**src/rtl/ddr_cmd_pkg.sv**
```systemverilog
package ddr_cmd_pkg;

    parameter int CA_W      = 10;
    parameter int OP_W      = 3;
    parameter int NUM_BANKS = 8;
    parameter int BANK_W    = $clog2(NUM_BANKS);
    parameter int OP_LSB    = CA_W - OP_W;
    parameter int BANK_LSB  = OP_LSB - BANK_W;
    parameter int ROW_W     = BANK_LSB + CA_W;
    parameter int COL_W     = CA_W;
    parameter int MR_AW     = OP_LSB;
    parameter int MR_DW     = 8;
    parameter int MR_NUM    = 4;
    parameter logic [MR_DW-1:0] MR_ID = 8'h5A;

    typedef enum logic [OP_W-1:0] {
        BUS_NOP = 3'd0,
        BUS_ACT = 3'd1,
        BUS_RD  = 3'd2,
        BUS_WR  = 3'd3,
        BUS_PRE = 3'd4,
        BUS_MRW = 3'd5,
        BUS_MRR = 3'd6,
        BUS_RSV = 3'd7
    } bus_op_e;

    typedef enum logic [3:0] {
        CMD_NONE = 4'd0,
        CMD_ACT  = 4'd1,
        CMD_RD   = 4'd2,
        CMD_WR   = 4'd3,
        CMD_PRE  = 4'd4,
        CMD_MRW  = 4'd5,
        CMD_MRR  = 4'd6,
        CMD_PDE  = 4'd8,
        CMD_PDX  = 4'd9
    } cmd_e;

    typedef struct packed {
        logic [CA_W-1:0] rise;
        logic [CA_W-1:0] fall;
        logic            cke;
        logic            cke_prev;
        logic            live;
    } cap_t;

    typedef struct packed {
        cmd_e              op;
        logic [BANK_W-1:0] bank;
        logic              all;
        logic [ROW_W-1:0]  row;
        logic [COL_W-1:0]  col;
        logic [MR_AW-1:0]  ma;
        logic [MR_DW-1:0]  md;
    } dec_t;

    function automatic dec_t decode_word(input cap_t c);
        dec_t d;
        d.op   = CMD_NONE;
        d.bank = c.rise[OP_LSB-1:BANK_LSB];
        d.all  = c.rise[BANK_LSB-1];
        d.row  = {c.rise[BANK_LSB-1:0], c.fall};
        d.col  = {c.fall[CA_W-1:1], 1'b0};
        d.ma   = c.rise[OP_LSB-1:0];
        d.md   = c.fall[MR_DW-1:0];
        if (c.live) begin
            if (c.cke_prev && !c.cke) begin
                d.op = CMD_PDE;
            end else if (!c.cke_prev && c.cke) begin
                d.op = CMD_PDX;
            end else if (c.cke) begin
                case (bus_op_e'(c.rise[CA_W-1:OP_LSB]))
                    BUS_ACT: d.op = CMD_ACT;
                    BUS_RD:  d.op = CMD_RD;
                    BUS_WR:  d.op = CMD_WR;
                    BUS_PRE: d.op = CMD_PRE;
                    BUS_MRW: d.op = CMD_MRW;
                    BUS_MRR: d.op = CMD_MRR;
                    default: d.op = CMD_NONE;
                endcase
            end
        end
        return d;
    endfunction

endpackage

```
**src/rtl/ca_capture.sv**
```systemverilog
module ca_capture
    import ddr_cmd_pkg::*;
(
    input  logic            clk,
    input  logic            rst,
    input  logic            cke,
    input  logic [CA_W-1:0] ca,
    output cap_t            cap
);
    logic [CA_W-1:0] rise_q;
    logic [CA_W-1:0] fall_q;
    logic            cke_q;
    logic            ckep_q;
    logic            live_q;

    // Upper half and clock enable: rising edge.
    always_ff @(posedge clk) begin
        if (rst) begin
            rise_q <= '0;
            cke_q  <= 1'b1;
            ckep_q <= 1'b1;
            live_q <= 1'b0;
        end else begin
            rise_q <= ca;
            cke_q  <= cke;
            ckep_q <= cke_q;
            live_q <= 1'b1;
        end
    end

    // Lower half: the falling edge inside the same command cycle.
    always_ff @(negedge clk) begin
        fall_q <= ca;
    end

    assign cap = '{rise: rise_q, fall: fall_q, cke: cke_q,
                   cke_prev: ckep_q, live: live_q};

endmodule

```
**src/rtl/bank_table.sv**
```systemverilog
module bank_table
    import ddr_cmd_pkg::*;
(
    input  logic              clk,
    input  logic              rst,
    input  cmd_e              op,
    input  logic [BANK_W-1:0] bank,
    input  logic              all,
    input  logic [ROW_W-1:0]  row,
    output logic              q_open,
    output logic [ROW_W-1:0]  q_row
);
    logic             open_q [NUM_BANKS];
    logic [ROW_W-1:0] row_q  [NUM_BANKS];
    logic [NUM_BANKS-1:0] open_vec;

    for (genvar g = 0; g < NUM_BANKS; g++) begin : g_bank
        always_ff @(posedge clk) begin
            if (rst) begin
                open_q[g] <= 1'b0;
                row_q[g]  <= '0;
            end else if (op == CMD_ACT && int'(bank) == g) begin
                open_q[g] <= 1'b1;
                row_q[g]  <= row;
            end else if (op == CMD_PRE && (all || int'(bank) == g)) begin
                open_q[g] <= 1'b0;
            end
        end
    end

    always_comb begin
        q_open = 1'b0;
        q_row  = '0;
        for (int i = 0; i < NUM_BANKS; i++) begin
            open_vec[i] = open_q[i];
            if (int'(bank) == i) begin
                q_open = open_q[i];
                q_row  = row_q[i];
            end
        end
    end

    AST_ACT_OPENS: assert property (@(posedge clk) disable iff (rst)
        (op == CMD_ACT) |=> open_vec[$past(bank)]);

    AST_PRE_ALL_CLOSES: assert property (@(posedge clk) disable iff (rst)
        (op == CMD_PRE && all) |=> (open_vec == '0));

    AST_RD_KEEPS_BANKS: assert property (@(posedge clk) disable iff (rst)
        (op == CMD_RD || op == CMD_WR || op == CMD_NONE) |=> $stable(open_vec));

endmodule

```
**src/rtl/mode_regs.sv**
```systemverilog
module mode_regs
    import ddr_cmd_pkg::*;
(
    input  logic             clk,
    input  logic             rst,
    input  logic             wr_en,
    input  logic [MR_AW-1:0] addr,
    input  logic [MR_DW-1:0] wr_data,
    output logic [MR_DW-1:0] rd_data
);
    logic [MR_DW-1:0]            wr_q [1:MR_NUM-1];
    logic [MR_DW*(MR_NUM-1)-1:0] wr_flat;

    for (genvar g = 1; g < MR_NUM; g++) begin : g_mr
        always_ff @(posedge clk) begin
            if (rst) begin
                wr_q[g] <= '0;
            end else if (wr_en && addr == MR_AW'(g)) begin
                wr_q[g] <= wr_data;
            end
        end
    end

    always_comb begin
        rd_data = '0;
        if (addr == '0) begin
            rd_data = MR_ID;
        end
        for (int i = 1; i < MR_NUM; i++) begin
            wr_flat[(i-1)*MR_DW +: MR_DW] = wr_q[i];
            if (addr == MR_AW'(i)) begin
                rd_data = wr_q[i];
            end
        end
    end

    AST_MR_HOLD: assert property (@(posedge clk) disable iff (rst)
        (!wr_en || addr == '0 || int'(addr) >= MR_NUM) |=> $stable(wr_flat));

endmodule

```
**src/rtl/ddr_cmd_tracker.sv**
```systemverilog
module ddr_cmd_tracker
    import ddr_cmd_pkg::*;
(
    input  logic              clk,
    input  logic              rst,
    input  logic              cke,
    input  logic [CA_W-1:0]   ca,
    output logic              cmd_vld,
    output logic [3:0]        cmd_op,
    output logic [BANK_W-1:0] cmd_bank,
    output logic [ROW_W-1:0]  cmd_row,
    output logic [COL_W-1:0]  cmd_col,
    output logic [MR_DW-1:0]  cmd_mrd,
    output logic              seq_err
);
    cap_t             cap;
    dec_t             dec;
    logic             q_open;
    logic [ROW_W-1:0] q_row;
    logic             viol;
    cmd_e             op_go;
    logic [MR_DW-1:0] mr_rd;

    ca_capture u_cap (
        .clk (clk),
        .rst (rst),
        .cke (cke),
        .ca  (ca),
        .cap (cap)
    );

    assign dec = decode_word(cap);

    always_comb begin
        viol  = ((dec.op == CMD_RD || dec.op == CMD_WR) && !q_open) ||
                (dec.op == CMD_ACT && q_open);
        op_go = viol ? CMD_NONE : dec.op;
    end

    bank_table u_banks (
        .clk    (clk),
        .rst    (rst),
        .op     (op_go),
        .bank   (dec.bank),
        .all    (dec.all),
        .row    (dec.row),
        .q_open (q_open),
        .q_row  (q_row)
    );

    mode_regs u_mr (
        .clk     (clk),
        .rst     (rst),
        .wr_en   (op_go == CMD_MRW),
        .addr    (dec.ma),
        .wr_data (dec.md),
        .rd_data (mr_rd)
    );

    always_ff @(posedge clk) begin
        if (rst) begin
            cmd_vld  <= 1'b0;
            cmd_op   <= CMD_NONE;
            cmd_bank <= '0;
            cmd_row  <= '0;
            cmd_col  <= '0;
            cmd_mrd  <= '0;
            seq_err  <= 1'b0;
        end else begin
            cmd_vld  <= (op_go != CMD_NONE);
            cmd_op   <= op_go;
            cmd_bank <= dec.bank;
            cmd_row  <= (dec.op == CMD_ACT) ? dec.row : q_row;
            cmd_col  <= dec.col;
            cmd_mrd  <= (op_go == CMD_MRR) ? mr_rd : '0;
            seq_err  <= viol;
        end
    end

    AST_ERR_NO_STROBE: assert property (@(posedge clk) disable iff (rst)
        seq_err |-> !cmd_vld);

    AST_PD_QUIET: assert property (@(posedge clk) disable iff (rst)
        (cap.live && !cap.cke && !cap.cke_prev) |=> (!cmd_vld && !seq_err));

    AST_CLOSED_READ_ERR: assert property (@(posedge clk) disable iff (rst)
        ((dec.op == CMD_RD || dec.op == CMD_WR) && !q_open) |=> (seq_err && !cmd_vld));

endmodule

```
**config.mk**
```make
export PLATFORM = sky130hd
export DESIGN_NAME = ddr_cmd_tracker
export DESIGN_NICKNAME = d
export VERILOG_FILES = /design/src/rtl/ddr_cmd_pkg.sv /design/src/rtl/ca_capture.sv /design/src/rtl/bank_table.sv /design/src/rtl/mode_regs.sv /design/src/rtl/ddr_cmd_tracker.sv
export SDC_FILE = /design/constraint.sdc
export NUM_CORES = 1
export LEC_CHECK = 0
export BUFFER_PORTS_ARGS = -buffer_cell sky130_fd_sc_hd__buf_2
export CELL_PAD_IN_SITES_DETAIL_PLACEMENT = 0
export CELL_PAD_IN_SITES_GLOBAL_PLACEMENT = 1
export CORE_AREA = 2 2 133 135
export CTS_CLUSTER_DIAMETER = 150
export DETAILED_ROUTE_END_ITERATION = 6
export DIE_AREA = 0 0 135 137
export GPL_TIMING_DRIVEN = 0
export HOLD_SLACK_MARGIN = 0.1
export PLACE_DENSITY = 0.86
export RECOVER_POWER = 50
export SKIP_CTS_REPAIR_TIMING = 1
export SYNTH_ARGS = -nofsm -noshare
export SYNTH_HDL_FRONTEND = slang
export SYNTH_SLANG_ARGS = --single-unit
```
**constraint.sdc**
```tcl
create_clock -name clk -period 3.9 [get_ports clk]
set_input_delay 0 -clock clk [delete_from_list [all_inputs] [get_ports clk]]
set_output_delay 0 -clock clk [all_outputs]
set_load 0.005 [all_outputs]
```
==> results by group, run 1 <==
Drt
  • Post-route ant nets: 0
  • Final wirelength: 22.2 mm
  • Drt pass-1 iters: 5
  • DRT iter0 DRCs: 676
  • Residual DRC: 0
  • Routed via count: 5947
  • Routed vias/inst: 5.82
  • Drt wl/cell: 21.7 um

Synth
  • Xor/xnor share of the synthesized area: 0%
  • Mux cell area share after synthesis: 7.87%
  • Syn Inst Count: 684
  • Post-synth EDFFs: 144
  • Ys async rst share: 0%
  • Register area share after synthesis: 66.2%
  • Synth unique cells: 54
  • Main combinational cell family by area after synthesis: simple AND/OR/NAND/NOR gates
  • Synth warn: 0
  • Post-synthesis compound-gate area fraction: 6.82%
  • Avg Inst Size Synth: 12.3 um^2
  • Syn_nets: 699
  • Syn Std Cell Area: 8440 um^2
  • Yosys reg bits: 207
  • Simple-Gate Fraction of Synth Area: 14.9%
  • Synth Area in Adders: 0.297%
  • Ys flop type: edfxtp_1

STA
  • Final Max Slew Viols: 0
  • Fin crit share: 89.9%
  • Achievable frequency: 285 MHz
  • Worst hold margin: 0.239 ns
  • Worst rel slew slack: 30.5%
  • Final Skew: 0.0817 ns
  • Setup TNS: 0 ns
  • RSZ-0062 raised after global routing: false
  • Endpoints failing hold: 0
  • Worst-margin pin slew: 1.04 ns
  • # setup viols final: 0
  • Fin crit period: 3.51 ns

Floorplanning
  • Core area: 17100 um^2
  • DIE WIDTH: 135 um
  • I/O pins: 54
  • Die H: 137 um
  • Initial Utilization: 49.5%
  • Die ar.: 18500 um^2
  • Row Count: 48

Power
  • Pleak: 3.60 nW
  • Share of power burned in combinational logic: 6.9%
  • Internal: 0.00375 W
  • Sequential fraction of design power: 51.0%
  • P_sw: 0.00108 W
  • Maximum VDD drop: 0.000307 V
  • Sw frac: 22.4%
  • Power Density: 497 nW/um^2
  • Clock power share: 42.2%

Critical path
  • Worst EP required: 3.92 ns
  • Startpoint Class: flip-flop
  • Worst path bufs/invs: 2
  • Max incr delay on CP: 0.84 ns
  • Crit-path cells: buf_6, nand2b_1, o22a_1, o211ai_1, o211ai_1, buf_6, nand2_1
  • Crit path kind: reg -> reg
  • Worst setup path startpoint: u_cap.rise_q[4]$_SDFF_PP0_
  • R2r setup slk: 0.39 ns
  • Path depth of the worst reg2reg path: 7
  • Worst Path Max Fanout: 14
  • FF-to-FF Start: u_cap.rise_q[4]$_SDFF_PP0_
  • Crit path depth: 7
  • CP Data Arrival Time: 3.53 ns
  • CP endpoint: u_banks.row_q[1][54]$_SDFFCE_PN0P_
  • Critical path's slowest cell: o211ai_1
  • CP Capture Type: flip-flop
  • Reg2reg end: u_banks.row_q[1][54]$_SDFFCE_PN0P_
  • CP top delay family: compound AO/OA/AOI/OAI gates

GRT
  • Vias in the first global route: 5688
  • Total gr overflow: 0
  • Total GRT Usage: 23.8%
  • Pin count of the biggest net entering global routing: 15
  • First-pass GRT wire length: 32.3 mm
  • Initial antenna violation count: 0

Clocking
  • Worst-path clk slew: 0.06 ns
  • Num CTS Buffers: 22
  • CTS Sinks: 207
  • CTS root buffer: clkbuf_16
  • Clk_lat worst skew: 0.57 ns
  • Clock buffer depth: 3
  • CTS tree: yes
  • CTS H-tree lvls: 1

Placement
  • Routability Congestion: 0.910
  • Area post-placement: 8980 um^2
  • HPWL after DPL: 14.8 mm
  • Placed Instances: 961
  • Port bufs: 52

Final layout
  • Design area: 9730 um^2
  • Antenna cells: 0
  • Final #Nets: 796
  • Synthesis-to-finish area growth: 15.3%
  • Filler cells: 1436
  • Layout cells sized above 1: 11.6%
  • Most common cell after layout, fill and taps aside: nor2_1
  • Finished Core Util: 57.0%
  • Finished Layout Cells: 1021
  • Commonest non-fill, non-tap cells in the layout: nor2_1 (179), edfxtp_1 (144), clkbuf_1 (66)

Flow run
  • MaxCap Viol Count: 0

Worst hold path
  • Hold/Removal Path Class: in -> reg

Status
  • Status: finished clean
## per-stage QoR
step | total power, W | worst slack [ns]
6_report | 0.00484 | 0.395
5_1_grt | 0.00497 | 0.283
2_1_floorplan | 0.00273 | 0.992
4_1_cts | 0.00485 | 0.621
3_3_place_gp | 0.00284 | 0.739
3_5_place_dp | 0.00285 | 0.658
## logic make-up after synthesis
group                    count (synthesis)
AND/OR/NAND/NOR                        282
flip-flops                             207
AO/OA/AOI/OAI                           79
buffers and inverters                   65
multiplexers                            48
adder cells (fa/ha/maj)                  2
other                                    1
## power groups by stage
| stage | combinational [W] | sequential, W | clock (W) |
|---|---|---|---|
| after floorplan | 0.000209 | 0.00250 | 0.0000174 |
| after global placement | 0.000321 | 0.00251 | 0.0000174 |
| after detailed placement | 0.000327 | 0.00251 | 0.0000174 |
| after CTS | 0.000329 | 0.00246 | 0.00206 |
| after global routing | 0.000354 | 0.00247 | 0.00214 |
| final | 0.000332 | 0.00246 | 0.00204 |
## tightest hold or removal path, delay by kind of cell
kind	cells	cell delay, ns
buffers and inverters	2	0.62
AND/OR/NAND/NOR	1	0.09
## final cells by class
cell class | instances | area, um^2 | area share (%)
Tap cell | 225 | 282 | 2.89
Clock inverter | 19 | 119 | 1.22
Clock buffer | 30 | 612 | 6.29
Inverter | 16 | 60.1 | 0.617
Buffer | 48 | 255 | 2.62
Sequential cell | 207 | 5590 | 57.4
Timing Repair Buffer | 64 | 339 | 3.49
Multi-Input combinational cell | 412 | 2470 | 25.4
## how the worst min path moves through the flow
stage,startpoint,end,slack [ns],depth (start not counted)
2_1_floorplan,cke,u_cap.cke_q$_SDFF_PP1_,0.10,1
3_3_place_gp,cke,u_cap.cke_q$_SDFF_PP1_,0.19,2
3_5_place_dp,cke,u_cap.cke_q$_SDFF_PP1_,0.19,2
4_1_cts,cke,u_cap.cke_q$_SDFF_PP1_,-0.31,2
5_1_grt,cke,u_cap.cke_q$_SDFF_PP1_,0.26,3
6_report,cke,u_cap.cke_q$_SDFF_PP1_,0.24,3
## synth_stat cells (all sizes together), types with 2 or more instances
cell type | number | area share, %
a221oi | 2 | 0.21
nand2b | 4 | 0.30
a22oi | 4 | 0.36
edfxtp | 144 | 51
a31oi | 3 | 0.30
nor2b | 15 | 1.1
nor4 | 2 | 0.22
mux2i | 27 | 3.2
nor3 | 7 | 0.61
nor2 | 179 | 8.0
buf | 23 | 2.0
o21ai | 12 | 0.71
a21o | 2 | 0.18
nand3b | 4 | 0.36
a21oi | 13 | 0.77
o31a | 5 | 0.52
ha | 2 | 0.30
mux2 | 7 | 0.93
a211oi | 13 | 1.2
dfxtp | 63 | 15
nand3 | 18 | 1.6
nand2 | 42 | 1.9
o2bb2ai | 4 | 0.42
or3 | 3 | 0.22
mux4 | 14 | 3.7
o211ai | 14 | 1.5
and2 | 3 | 0.22
clkbuf | 25 | 1.1
inv | 17 | 0.76
## sequential cells by signal (all words and copies together) (netlist names), 3 cells and up
name	count
cmd_bank	3
cmd_col	9
cmd_mrd	8
cmd_op	4
cmd_row	14
u_banks.open_q	8
u_banks.row_q	112
u_cap.fall_q	10
u_cap.rise_q	10
u_mr.wr_q	24
## layer usage
metal	vias up	global-route usage, %	wire, um
met5	-	0	0
met4	0	9.20	669
met3	50	4.30	2040
met2	317	39.7	10900
met1	2961	31.1	8560
li1	2619	-	-
Power figures use the tool's default switching activity.
==> run 2, diff against run 1 <==
CORE_AREA = 2 2 154 118   (was 2 2 133 135)
DIE_AREA = 0 0 156 120   (was 0 0 135 137)
==> run 2 against run 1 <==
Against the previous run: total power is 5.6% higher; critical path type unchanged; largest power group unchanged; sequential power hardly changed; count of clock-buffer cells in the layout fell by 3; utilization decreased by 0.22 points.
==> results by group, run 2 (same netlist as run 1, synthesis figures left out) <==
Drt
  • Routed via count: 5982 (was 5947)
  • Drt pass-1 iters: 5 (unchanged)
  • DRT iter0 DRCs: 907 (was 676)
  • Post-route ant nets: 0 (unchanged)
  • Final wirelength: 23.1 mm (was 22.2 mm)
  • Routed vias/inst: 5.89 (was 5.82)
  • Residual DRC: 0 (unchanged)
  • Drt wl/cell: 22.7 um (was 21.7 um)

Final layout
  • Final #Nets: 795 (was 796)
  • Antenna cells: 0 (unchanged)
  • Most common cell after layout, fill and taps aside: nor2_1 (unchanged)
  • Synthesis-to-finish area growth: 16.4% (was 15.3%)
  • Largest regs: u_banks.row_q: 112 flops, u_mr.wr_q: 24 flops, cmd_row: 14 flops (unchanged)
  • Max FFs per register: 112 (unchanged)
  • Commonest non-fill, non-tap cells in the layout: nor2_1 (179), edfxtp_1 (144), dfxtp_1 (63) (was nor2_1 (179), edfxtp_1 (144), clkbuf_1 (66))
  • Filler cells: 1407 (was 1436)
  • Design area: 9820 um^2 (was 9730 um^2)
  • Layout cells sized above 1: 13.2% (was 11.6%)
  • Top reg by flops: u_banks.row_q (unchanged)

STA
  • Fin crit share: 91.4% (was 89.9%)
  • RSZ-0062 raised after global routing: false (unchanged)
  • Fin crit period: 3.57 ns (was 3.51 ns)
  • Worst rel slew slack: 21.5% (was 30.5%)
  • Final Skew: 0.0800 ns (was 0.0817 ns)
  • Final Max Slew Viols: 0 (unchanged)
  • Setup ws final: 0.334 ns (was 0.395 ns)
  • Setup TNS: 0 ns (unchanged)
  • # setup viols final: 0 (unchanged)
  • Endpoints failing hold: 0 (unchanged)
  • Worst-margin pin slew: 1.17 ns (was 1.04 ns)
  • Achievable frequency: 280 MHz (was 285 MHz)

GRT
  • Vias in the first global route: 5737 (was 5688)
  • Pin count of the biggest net entering global routing: 16 (was 15)
  • First-pass GRT wire length: 33.9 mm (was 32.3 mm)
  • Total GRT Usage: 24.5% (was 23.8%)
  • Total gr overflow: 0 (unchanged)
  • Initial antenna violation count: 0 (unchanged)

Critical path
  • Worst EP required: 3.95 ns (was 3.92 ns)
  • CP Capture Type: flip-flop (unchanged)
  • CP Data Arrival Time: 3.61 ns (was 3.53 ns)
  • Max incr delay on CP: 0.94 ns (was 0.84 ns)
  • Critical path's slowest cell: o211ai_1 (unchanged)
  • Crit-path cells: buf_6, nand2b_1, o22a_1, o211ai_1, o211ai_1, buf_6, nand2_1 (unchanged)
  • FF-to-FF Start: u_cap.rise_q[4]$_SDFF_PP0_ (unchanged)
  • Worst Path Max Fanout: 14 (unchanged)
  • Crit path kind: reg -> reg (unchanged)
  • Worst setup path startpoint: u_cap.rise_q[4]$_SDFF_PP0_ (unchanged)
  • Startpoint Class: flip-flop (unchanged)

Clocking
  • Clk_lat worst skew: 0.59 ns (was 0.57 ns)
  • Clock buffer depth: 3 (unchanged)
  • Num CTS Buffers: 21 (was 22)
  • CTS Sinks: 207 (unchanged)
  • Worst-path clk slew: 0.06 ns (about the same)
  • CTS tree: yes (unchanged)
  • CTS H-tree lvls: 1 (unchanged)
  • CTS root buffer: clkbuf_16 (unchanged)

Placement
  • HPWL after DPL: 15.0 mm (was 14.8 mm)
  • Setup WS pre-CTS: 0.643 ns (was 0.658 ns)
  • Routability Congestion: 0.930 (was 0.910)
  • Port bufs: 52 (unchanged)
  • Area post-placement: 8970 um^2 (was 8980 um^2)

Floorplanning
  • Die ar.: 18700 um^2 (was 18500 um^2)
  • DIE WIDTH: 156 um (was 135 um)
  • Core area: 17300 um^2 (was 17100 um^2)
  • Row Count: 42 (was 48)
  • Initial Utilization: 48.8% (was 49.5%)
  • I/O pins: 54 (unchanged)
  • Die H: 120 um (was 137 um)

Worst hold path
  • Min-delay src: cke (unchanged)
  • Hold/Removal Path Class: in -> reg (unchanged)

Flow run
  • MaxCap Viol Count: 0 (unchanged)

Power
  • Design Power: 0.00511 W (was 0.00484 W)
  • Maximum VDD drop: 0.000358 V (was 0.000307 V)
  • Power Density: 520 nW/um^2 (was 497 nW/um^2)
  • Pleak: 3.70 nW (was 3.60 nW)

Status
  • Status: finished clean (unchanged)
==> run 2: area by class of cell <==
cell class	instances	area, um^2	area share, %
clock buffers	27	643	6.55
multi-input cells	412	2470	25.2
clock inverters	21	185	1.89
plain buffers	48	248	2.52
well taps	220	275	2.80
inverters	16	60.1	0.611
flip-flops and latches	207	5590	56.9
repair buffers	64	350	3.57
==> run 2: final timing paths <==
kind | cells past startpoint | endpoint | slack [ns]
worst max-delay path | 7 | u_banks.row_q[1][55]$_SDFFCE_PN0P_ | 0.33
worst min register to register | 2 | u_cap.ckep_q$_SDFF_PP1_ | 0.50
worst max register to register | 7 | u_banks.row_q[1][55]$_SDFFCE_PN0P_ | 0.33
worst min-delay path | 3 | u_cap.cke_q$_SDFF_PP1_ | 0.23
==> run 2: per-layer routing <==
metal	up-vias	part of all wire [%]	GRT usage, %
met2	371	45	36.9
met1	2942	43	36.6
met5	-	0	0
met3	52	10	4.95
met4	0	2.6	6.42
li1	2617	-	-
==> run 2: where the power goes <==
group | internal, W | leakage [nW] | switching (W)
registers | 0.00243 | 2.02 | 0.0000357
logic | 0.000116 | 1.22 | 0.000220
clock network | 0.00142 | 0.459 | 0.000894
==> run 2: critical path: cells and delay by family (launching register included) <==
kind	cells	cell delay (ns)
AND/OR/NAND/NOR	2	0.96
flip-flops	1	0.32
buffers and inverters	2	0.46
AO/OA/AOI/OAI	3	1.34
==> run 2: per-stage QoR <==
step                std cells  hold slack (ns)  util (%)
floorplan                 684            0.104         -
global placement          956            0.188      51.9
detailed placement        956            0.189      51.9
CTS                      1003           -0.323      56.7
global route             1015            0.248      56.8
finish                   1015            0.229      56.8
==> run 3, diff against run 2 <==
CORE_AREA = 2 2 160 123   (was 2 2 154 118)
DIE_AREA = 0 0 162 125   (was 0 0 156 120)
SYNTH_HIERARCHICAL = 1   (was not set)
==> run 3 against run 2 <==
Against the previous run: flip-flop and latch count is the same; synthesized area grew 8.5%; combinational power grew 13%; critical path type unchanged; total power shrank 3.2%; first-iteration DRC count shrank 33%; non-clock buffer count grew 16; worst setup slack lost 0.19 ns; global-route usage shrank 2.1 points; register-to-register slack lost 0.19 ns; highest routed layer unchanged; die area grew 8.2%; maximum frequency shrank 5.1%.
==> results by group, run 3 <==
STA
  • Worst-margin pin slew: 0.989 ns (was 1.17 ns)
  • Endpoints failing hold: 0 (unchanged)
  • # setup viols final: 0 (unchanged)
  • Fin crit period: 3.76 ns (was 3.57 ns)
  • Final Max Slew Viols: 0 (unchanged)
  • Achievable frequency: 266 MHz (was 280 MHz)
  • Worst rel slew slack: 33.1% (was 21.5%)
  • Worst hold margin: 0.301 ns (was 0.229 ns)
  • Final Skew: 0.0733 ns (was 0.0800 ns)
  • Setup TNS: 0 ns (unchanged)
  • Setup ws final: 0.142 ns (was 0.334 ns)
  • Fin crit share: 96.4% (was 91.4%)

Floorplanning
  • Die ar.: 20300 um^2 (was 18700 um^2)
  • Core area: 18800 um^2 (was 17300 um^2)
  • DIE WIDTH: 162 um (was 156 um)
  • I/O pins: 54 (unchanged)
  • Row Count: 44 (was 42)
  • Initial Utilization: 48.6% (was 48.8%)
  • Die H: 125 um (was 120 um)

Power
  • P_sw: 0.00114 W (was 0.00115 W)
  • Design Power: 0.00495 W (was 0.00511 W)
  • Pleak: 4.10 nW (was 3.70 nW)
  • Power Density: 461 nW/um^2 (was 520 nW/um^2)
  • Sw frac: 23.1% (was 22.5%)
  • Clock power share: 41.9% (was 45.2%)
  • Maximum VDD drop: 0.000347 V (was 0.000358 V)
  • Share of power burned in combinational logic: 7.7% (was 6.6%)
  • Internal: 0.00380 W (was 0.00396 W)
  • Sequential fraction of design power: 50.4% (was 48.2%)

Final layout
  • Design area: 10700 um^2 (was 9820 um^2)
  • Max FFs per register: 112 (unchanged)
  • Layout cells sized above 1: 17.9% (was 13.2%)
  • Filler cells: 1602 (was 1407)
  • Most common cell after layout, fill and taps aside: edfxtp_1 (was nor2_1)
  • Largest regs: u_banks/row_q: 112 flops, u_mr/wr_q: 24 flops, cmd_row: 14 flops (was u_banks.row_q: 112 flops, u_mr.wr_q: 24 flops, cmd_row: 14 flops)
  • Final #Nets: 868 (was 795)
  • Synthesis-to-finish area growth: 17.1% (was 16.4%)
  • Commonest non-fill, non-tap cells in the layout: edfxtp_1 (144), and2_1 (114), dfxtp_1 (63) (was nor2_1 (179), edfxtp_1 (144), dfxtp_1 (63))
  • Top reg by flops: u_banks/row_q (was u_banks.row_q)
  • Antenna cells: 0 (unchanged)

Synth
  • Synth warn: 6 (was 0)
  • Xor/xnor share of the synthesized area: 0.191% (was 0%)
  • Synth unique cells: 60 (was 54)
  • Main combinational cell family by area after synthesis: simple AND/OR/NAND/NOR gates (unchanged)
  • Post-synthesis compound-gate area fraction: 8.94% (was 6.82%)
  • Register area share after synthesis: 61.0% (was 66.2%)
  • Synth Area in Adders: 0.273% (was 0.297%)
  • Ys async rst share: 0% (unchanged)
  • Avg Inst Size Synth: 12.3 um^2 (about the same)
  • Commonest cells in the netlist: edfxtp_1 (144), and2_1 (121), dfxtp_1 (63) (was nor2_1 (179), edfxtp_1 (144), dfxtp_1 (63))
  • Post-synth EDFFs: 144 (unchanged)
  • Yosys reg bits: 207 (unchanged)
  • Leading area contributor after synthesis: edfxtp_1 (unchanged)
  • Simple-Gate Fraction of Synth Area: 20.7% (was 14.9%)
  • Syn Std Cell Area: 9150 um^2 (was 8440 um^2)
  • Syn Inst Count: 744 (was 684)
  • Most frequent cell after synthesis: edfxtp_1 (was nor2_1)
  • Area share of the largest cell type after synthesis: 47.2% (was 51.2%)
  • Ys flop type: edfxtp_1 (unchanged)
  • Syn_nets: 759 (was 699)
  • Mux cell area share after synthesis: 5.86% (was 7.87%)
  • Top cells by area, synth: edfxtp_1 (47%), dfxtp_1 (14%), and2_1 (8.3%), mux2i_1 (4.3%), nor2b_1 (2.6%) (was edfxtp_1 (51%), dfxtp_1 (15%), nor2_1 (8.0%), mux4_2 (3.7%), mux2i_1 (3.2%))

Status
  • Status: finished clean (unchanged)

GRT
  • First-pass GRT wire length: 34.2 mm (was 33.9 mm)
  • Initial antenna violation count: 1 (was 0)
  • Total GRT Usage: 22.4% (was 24.5%)
  • Vias in the first global route: 5864 (was 5737)
  • Pin count of the biggest net entering global routing: 15 (was 16)
  • Total gr overflow: 0 (unchanged)

Drt
  • Routed vias/inst: 5.51 (was 5.89)
  • Residual DRC: 0 (unchanged)
  • Final wirelength: 23.1 mm (about the same)
  • Routed via count: 6166 (was 5982)
  • DRT iter0 DRCs: 605 (was 907)
  • Drt pass-1 iters: 5 (unchanged)
  • Post-route ant nets: 0 (unchanged)
  • Drt wl/cell: 20.6 um (was 22.7 um)

Clocking
  • CTS root buffer: clkbuf_16 (unchanged)
  • CTS Sinks: 207 (unchanged)
  • Clk_lat worst skew: 0.56 ns (was 0.59 ns)
  • CTS H-tree lvls: 1 (unchanged)
  • Worst-path clk slew: 0.06 ns (about the same)
  • CTS tree: yes (unchanged)
  • Clock buffer depth: 3 (unchanged)
  • Num CTS Buffers: 21 (unchanged)

Placement
  • Area post-placement: 9730 um^2 (was 8970 um^2)
  • Setup WS pre-CTS: -0.596 ns (was 0.643 ns)
  • Port bufs: 52 (unchanged)
  • HPWL after DPL: 15.8 mm (was 15.0 mm)
  • Routability Congestion: 0.879 (was 0.930)

Critical path
  • Startpoint Class: flip-flop (unchanged)
  • Critical path's slowest cell: dfxtp_1 (was o211ai_1)
  • Max incr delay on CP: 0.41 ns (was 0.94 ns)
  • Crit-path cells: clkbuf_2, clkbuf_2, clkbuf_4, mux2i_1, nand2_1, o31a_1, xnor2_1, a21oi_2, nor4b_4, buf_4, and3b_1, clkbuf_4, and2_1 (was buf_6, nand2b_1, o22a_1, o211ai_1, o211ai_1, buf_6, nand2_1)
  • CP Capture Type: flip-flop (unchanged)
  • CP Data Arrival Time: 4.12 ns (was 3.61 ns)
  • Crit path kind: reg -> reg (unchanged)
  • Worst EP required: 4.26 ns (was 3.95 ns)
  • Worst Path Max Fanout: 10 (was 14)

Flow run
  • MaxCap Viol Count: 0 (unchanged)

Worst hold path
  • Hold/Removal Path Class: in -> reg (unchanged)
==> run 3: cell types whose count changed after synthesis, sizes merged, moves of 14 or more <==
cell    before  now
a21oi       13   31
a22oi        4   19
and2         3  121
mux4        14    0
nand2b       4   27
nand3       18    4
nor2       179   46
nor2b       15   38
==> run 3: worst paths after layout <==
check | start | to | slack, ns | cells after the start
setup / recovery | u_cap/rise_q[4]$_SDFF_PP0_ | u_banks/row_q[0][26]$_SDFFCE_PN0P_ | 0.14 | 13
hold / removal | cke | u_cap/cke_q$_SDFF_PP1_ | 0.30 | 3
setup reg to reg | u_cap/rise_q[4]$_SDFF_PP0_ | u_banks/row_q[0][26]$_SDFFCE_PN0P_ | 0.14 | 13
hold reg to reg | u_cap/cke_q$_SDFF_PP1_ | u_cap/ckep_q$_SDFF_PP1_ | 0.43 | 1
==> run 3: critical path: cells and delay by family, from the launching register on <==
kind / cells / cell delay, ns
AOI/OAI and AO/OA: 2 / 0.46
buffers and inverters: 5 / 1.44
muxes: 1 / 0.21
and+or+nand+nor: 4 / 0.93
xor gates and xnor gates: 1 / 0.18
DFF: 1 / 0.41
==> run 3: logic make-up (layout without fill, tap and decap cells) <==
group,Yosys count,count (layout)
AOI/OAI and AO/OA,113,113
xor gates and xnor gates,2,2
adders and majority gates,2,2
buffers and inverters,57,180
DFF,207,207
muxes,52,52
other,1,1
and+or+nand+nor,310,310
==> run 3: metal layers <==
metal	share of wire, %	track usage, %	wire length (um)	vias to the layer above
li1	-	-	-	2869
met1	46	33.6	10500	3009
met2	45	34.7	10500	247
met3	6.6	2.69	1530	41
met4	2.5	6.14	567	0
met5	0	0	0	-
==> run 3: power groups by stage <==
stage / Sequential (W) / Combinational, W / Clock [W]
after global routing: 0.00250 / 0.000410 / 0.00219
final: 0.00249 / 0.000381 / 0.00207
after floorplan: 0.00251 / 0.000236 / 0.0000174
after global placement: 0.00253 / 0.000356 / 0.0000174
after CTS: 0.00249 / 0.000361 / 0.00210
after detailed placement: 0.00254 / 0.000358 / 0.0000174
==> run 3: final cells by class <==
cell class                 instances  area [um^2]  area share, %
multi-input combinational        480         3300           30.8
inverter                           5         18.8          0.175
sequential                       207         5590           52.1
buffer                            50          269           2.51
timing repair buffer              78          485           4.53
clock inverter                    19          101          0.945
tap                              253          317           2.95
clock buffer                      28          646           6.02
==> run 3: metrics by stage <==
stage	utilization (%)	cells
after floorplan	-	744
after global placement	51.7	1049
after detailed placement	51.7	1049
after CTS	55.6	1095
after global routing	56.9	1120
final	56.9	1120
